[config.mk]
export PLATFORM = sky130hd
export DESIGN_NAME = pci_cfg_status
export DESIGN_NICKNAME = d
export VERILOG_FILES = /design/src/rtl/pci_stat_pkg.sv /design/src/rtl/pcs_clear_merge.sv /design/src/rtl/pcs_sticky_bit.sv /design/src/rtl/pci_cfg_status.sv
export SDC_FILE = /design/constraint.sdc
export NUM_CORES = 1
export LEC_CHECK = 0
export ABC_AREA = 1
export CAP_MARGIN = 40
export CORE_MARGIN = 1.5
export CORE_UTILIZATION = 25
export CTS_CLUSTER_SIZE = 28
export DETAILED_ROUTE_END_ITERATION = 12
export PLACE_DENSITY = 0.83
export SLEW_MARGIN = 40
export SYNTH_ARGS = -nofsm -noshare
export SYNTH_HDL_FRONTEND = slang
export SYNTH_HIERARCHICAL = 1
export SYNTH_SLANG_ARGS = --single-unit
[constraint.sdc]
create_clock -name clk -period 1.4 [get_ports clk]
set_input_delay 0.28 -clock clk [delete_from_list [all_inputs] [get_ports clk]]
set_output_delay 0.28 -clock clk [all_outputs]
set_load 0.02 [all_outputs]
[src/rtl/pci_stat_pkg.sv]
package pci_stat_pkg;
  localparam int unsigned STAT_W = 16;
  localparam int unsigned NUM_EV = 6;

  // Flag index to bit position; index 4 is the signalled target abort.
  localparam int unsigned EV_POS [NUM_EV] = '{15, 14, 13, 12, 11, 8};
  localparam int unsigned IDX_TABORT_SENT = 4;

  localparam int unsigned POS_DEVSEL_LO = 9;
  localparam int unsigned POS_FB2B      = 7;
  localparam int unsigned POS_66MHZ     = 5;
  localparam int unsigned POS_CAPLIST   = 4;

  localparam logic [STAT_W-1:0] RSVD_MASK = 16'h004F;

  function automatic logic [STAT_W-1:0] const_word(input logic [1:0] devsel,
                                                   input logic fb2b,
                                                   input logic m66,
                                                   input logic caplist);
    logic [STAT_W-1:0] w;
    w = '0;
    w[POS_DEVSEL_LO +: 2] = devsel;
    w[POS_FB2B]           = fb2b;
    w[POS_66MHZ]          = m66;
    w[POS_CAPLIST]        = caplist;
    return w;
  endfunction
endpackage

[src/rtl/pcs_clear_merge.sv]
module pcs_clear_merge
  import pci_stat_pkg::*;
(
  input  logic              cpu_we,
  input  logic [STAT_W-1:0] cpu_wd,
  input  logic              cfg_we,
  input  logic [STAT_W-1:0] cfg_wd,
  output logic [NUM_EV-1:0] clr_flag
);
  logic [STAT_W-1:0] clr_word;

  always_comb begin
    clr_word = (cpu_we ? cpu_wd : '0) | (cfg_we ? cfg_wd : '0);
    for (int g = 0; g < NUM_EV; g++) begin
      clr_flag[g] = clr_word[EV_POS[g]];
    end
  end
endmodule

[src/rtl/pcs_sticky_bit.sv]
module pcs_sticky_bit #(
  parameter bit TIE_ZERO = 1'b0
) (
  input  logic clk,
  input  logic rst_n,
  input  logic set_i,
  input  logic clr_i,
  output logic q_o
);
  generate
    if (TIE_ZERO) begin : g_tied
      assign q_o = 1'b0;
    end else begin : g_flag
      logic q_r, q_d, q_en;

      always_comb begin
        q_en = set_i | clr_i;
        q_d  = set_i;
      end

      always_ff @(posedge clk or negedge rst_n) begin
        if (!rst_n)    q_r <= 1'b0;
        else if (q_en) q_r <= q_d;
      end

      assign q_o = q_r;

      p_set_wins_r9: assert property (@(posedge clk) disable iff (!rst_n)
        set_i |=> q_o);
      p_clear_one_r3: assert property (@(posedge clk) disable iff (!rst_n)
        (clr_i && !set_i) |=> !q_o);
      p_hold_r8: assert property (@(posedge clk) disable iff (!rst_n)
        (!clr_i && !set_i && q_o) |=> q_o);
      p_no_write_set_r4: assert property (@(posedge clk) disable iff (!rst_n)
        (!set_i && !q_o) |=> !q_o);
    end
  endgenerate
endmodule

[src/rtl/pci_cfg_status.sv]
module pci_cfg_status
  import pci_stat_pkg::*;
#(
  parameter logic [1:0] DEVSEL_TIMING = 2'b01,
  parameter bit         FAST_B2B      = 1'b1,
  parameter bit         CAP_66MHZ     = 1'b0,
  parameter bit         CAP_LIST      = 1'b1,
  parameter bit         TARGET_ONLY   = 1'b0
) (
  input  logic        clk,
  input  logic        rst_n,
  input  logic        parity_resp_en,
  input  logic        ev_perr_detect,
  input  logic        ev_serr_sent,
  input  logic        ev_mabort_rcvd,
  input  logic        ev_tabort_rcvd,
  input  logic        ev_tabort_sent,
  input  logic        ev_master_dperr,
  input  logic        cpu_wr_en,
  input  logic [15:0] cpu_wr_data,
  output logic [15:0] cpu_rd_data,
  input  logic        cfg_wr_en,
  input  logic [15:0] cfg_wr_data,
  output logic [15:0] cfg_rd_data
);
  localparam logic [STAT_W-1:0] CONST_W =
    const_word(DEVSEL_TIMING, FAST_B2B, CAP_66MHZ, CAP_LIST);

  logic [NUM_EV-1:0] set_flag, clr_flag, flag_q;
  logic [STAT_W-1:0] status;

  // Master data parity error is recorded only under parity response.
  always_comb begin
    set_flag = {ev_master_dperr & parity_resp_en, ev_tabort_sent,
                ev_tabort_rcvd, ev_mabort_rcvd, ev_serr_sent, ev_perr_detect};
  end

  pcs_clear_merge u_clr (
    .cpu_we   (cpu_wr_en),
    .cpu_wd   (cpu_wr_data),
    .cfg_we   (cfg_wr_en),
    .cfg_wd   (cfg_wr_data),
    .clr_flag (clr_flag)
  );

  for (genvar g = 0; g < NUM_EV; g++) begin : g_ev
    pcs_sticky_bit #(
      .TIE_ZERO (TARGET_ONLY && (g == IDX_TABORT_SENT))
    ) u_bit (
      .clk   (clk),
      .rst_n (rst_n),
      .set_i (set_flag[g]),
      .clr_i (clr_flag[g]),
      .q_o   (flag_q[g])
    );
  end

  always_comb begin
    status = CONST_W;
    for (int g = 0; g < NUM_EV; g++) begin
      status[EV_POS[g]] = flag_q[g];
    end
  end

  assign cpu_rd_data = status;
  assign cfg_rd_data = status;

  p_ports_agree_r2: assert property (@(posedge clk) disable iff (!rst_n)
    cpu_rd_data == cfg_rd_data);
  p_rsvd_zero_r5: assert property (@(posedge clk) disable iff (!rst_n)
    (cfg_rd_data & RSVD_MASK) == '0);
  p_perr_any_r6: assert property (@(posedge clk) disable iff (!rst_n)
    ev_perr_detect |=> cpu_rd_data[15]);
  p_mdperr_gated_r7: assert property (@(posedge clk) disable iff (!rst_n)
    (!parity_resp_en && !cpu_rd_data[8]) |=> !cpu_rd_data[8]);
  p_serr_sets_r8: assert property (@(posedge clk) disable iff (!rst_n)
    ev_serr_sent |=> cfg_rd_data[14]);
endmodule

==> impl_metrics.toml, run 1 <==
[status]
status = "finished clean"

[synthesis]
synth_seq_area_share_pct = 29.0
yosysMostFrequentCell = "nand2_1"
synth_async_sr_flop_share_pct = 100
synth_top_area_cell = "buf_4"
synthFlopType = "dfrtp_1"
synth_edf_count = 0
ys_types = 5
syn_area_um2 = 518
ys_warn_count = 6
synth_commonest_cells = "nand2_1, buf_4, inv_1"
ys_ff_latch = 6
synth_top_cell_area_share_pct = 37.7
synth_area_per_cell_um2 = 6.64
synthTopCellsByArea = "buf_4, dfrtp_1, nand2_1"
netlist_instances = 78

[pwr]
comb_power_share_pct = 39.5
intPower_uw = 381
power_uw = 577
switching_share_pct = 34.0
p_per_area_nw_per_um2 = 748
p_sw_uw = 196
pwr-share-clk_pct = 26.1
leakage_nw = 0.438
vdd_drop_max_uv = 347
pwr-share-seq_pct = 34.4

[grt]
grt_max_degree = 7
antenna_found_initial = 0
gr-total-overflow = 0
grt_pass1_vias = 393
grt_usage_pct = 9.63
grt_pass1_wl_mm = 1.71

[clocking]
insertion_delay_ns = 0.23
clkSinkCount = 6
cts_buffers = 3
htreeDepth = 1
cts.path.max_buffers = 2
tritoncts = "yes"
path_clk_slew_ns = 0.04
root_buffer = "clkbuf_4"

[critical_path]
crit_chain = "dlygate4sd2_1"
setup.worst_path.end_class = "output port"
rrSetupSlack_ns = 0.79
crit_buf_inv = 1
crit_family = "flip-flops"
cpPeakStageDelay_ns = 0.39
cp_max_fo = 3
path_class = "reg2out"
reg2reg_depth = 2
arrival_ns = 0.95
crit_slowest_cell = "dfrtp_1"
r2r_end = "g_ev[1].u_bit/q_o"
r2r-start = "g_ev[1].u_bit/q_o"
startpoint_type = "register"
cp_data_required_time_ns = 1.12

[timing]
fin_crit_ns = 1.23
finClkSkew_ns = 0
rsz0062_at_grt = "false"
setup_violations = 0
max_freq_mhz = 812
finalHoldViolCount = 0
holdWs_ns = 0.282
period_share_pct = 87.9
drv_slew = 0
tns_ns = 0

[route]
routed.top_layer = "met3"
drt_iter0_drc = 2
routed-wl-met2_um = 523
m1WireLength_um = 394
drt.antenna.violating_nets = 0
wl_per_cell_um = 7.95
wl_mm = 1.07
route.met3.wl_um = 147
routed-via-count = 454
vias_per_cell = 3.39
drcViolationCount = 0
first_pass_iters = 2

[die]
die_h_um = 48.5
start_util_pct = 26.4
ioPinCount = 75
die_w_um = 48.5
coreArea_um2 = 1960
dieArea_um2 = 2350
rows = 16

[placement]
gp_congestion = 0.598
dp_hpwl_um = 938
portBuffers = 34
post_dp_cell_area_um2 = 764

[finish]
drive_gt1_share_pct = 2.80
antennaDiodeCount = 0
nets = 152
stdcell_area_um2 = 772
nFillCells = 226
largest_reg_flops = 6
syn_to_final_growth_pct = 49.0
final_core_util_pct = 39.3

[run]
drv_cap = 0

[worst_hold_path]
holdCritPathClass = "in2async"
[metrics by stage]
stage	cells	worst slack, ns
6_report	134	0.169
5_1_grt	134	0.130
4_1_cts	134	0.155
3_5_place_dp	131	0.129
3_3_place_gp	131	0.158
2_1_floorplan	96	0.494
[repair_timing]
action | 4_1_cts | 5_1_grt
setup buffers | 0 | 0
setup endpoints to repair | 12 | 0
hold buffers | 0 | 0
resized for setup | 12 | 0
[how the worst max path moves through the flow]
| stage | slack [ns] | cells after the start | startpoint | endpoint |
|---|---|---|---|---|
| after floorplan | 0.49 | 1 | g_ev[4].u_bit/q_o | cpu_rd_data[11] |
| after global placement | 0.16 | 1 | g_ev[3].u_bit/q_o | cfg_rd_data[12] |
| after detailed placement | 0.13 | 6 | cpu_wr_en | g_ev[5].u_bit/q_o |
| after CTS | 0.15 | 1 | g_ev[2].u_bit/q_o | cfg_rd_data[13] |
| after global routing | 0.13 | 1 | g_ev[1].u_bit/q_o | cpu_rd_data[14] |
| final | 0.17 | 1 | g_ev[3].u_bit/q_o | cpu_rd_data[12] |
[per-layer routing]
| metal | vias up | global-route usage [%] |
|---|---|---|
| met4 | 0 | 5.71 |
| met2 | 30 | 15.5 |
| met3 | 0 | 4.94 |
| met5 | - | 0 |
| li1 | 234 | - |
| met1 | 190 | 10.0 |
[power groups by stage]
stage	Combinational [mW]	Sequential (mW)	Clock, mW
CTS	0.230	0.199	0.159
floorplan	0.162	0.220	0
finish	0.228	0.198	0.151
detailed placement	0.250	0.203	0
global placement	0.248	0.202	0
global route	0.247	0.201	0.170
[kinds of logic after synthesis]
kind of cell           synth area share [%]
buffers and inverters                  47.1
and+or+nand+nor                        22.5
DFF                                    29.0
other                                  1.45
[area by class of cell]
| cell class | instances | area [um2] | share of cell area [%] |
|---|---|---|---|
| tap | 27 | 33.8 | 4.38 |
| timing repair buffer | 34 | 325 | 42.1 |
| sequential | 6 | 150 | 19.4 |
| inverter | 13 | 48.8 | 6.32 |
| multi-input combinational | 51 | 191 | 24.8 |
| clock buffer | 3 | 22.5 | 2.92 |
[cell usage in the layout, fill, tap and decap left out, drive strengths merged]
cell type	Yosys	final
dfrtp	6	6
nand2	31	31
clkbuf	0	3
conb	2	20
dlygate4sd2	0	12
inv	13	13
clkdlybuf4s50	0	22
No activity file was read; power rests on OpenSTA's default activity.
==> inputs of run 2 (changes only) <==
CTS_CLUSTER_DIAMETER = 80   (was unset)
CTS_CLUSTER_SIZE = unset   (was 28)
==> results of run 2 <==
Same layout as run 1: the final DEF is identical, and so are final timing and power.
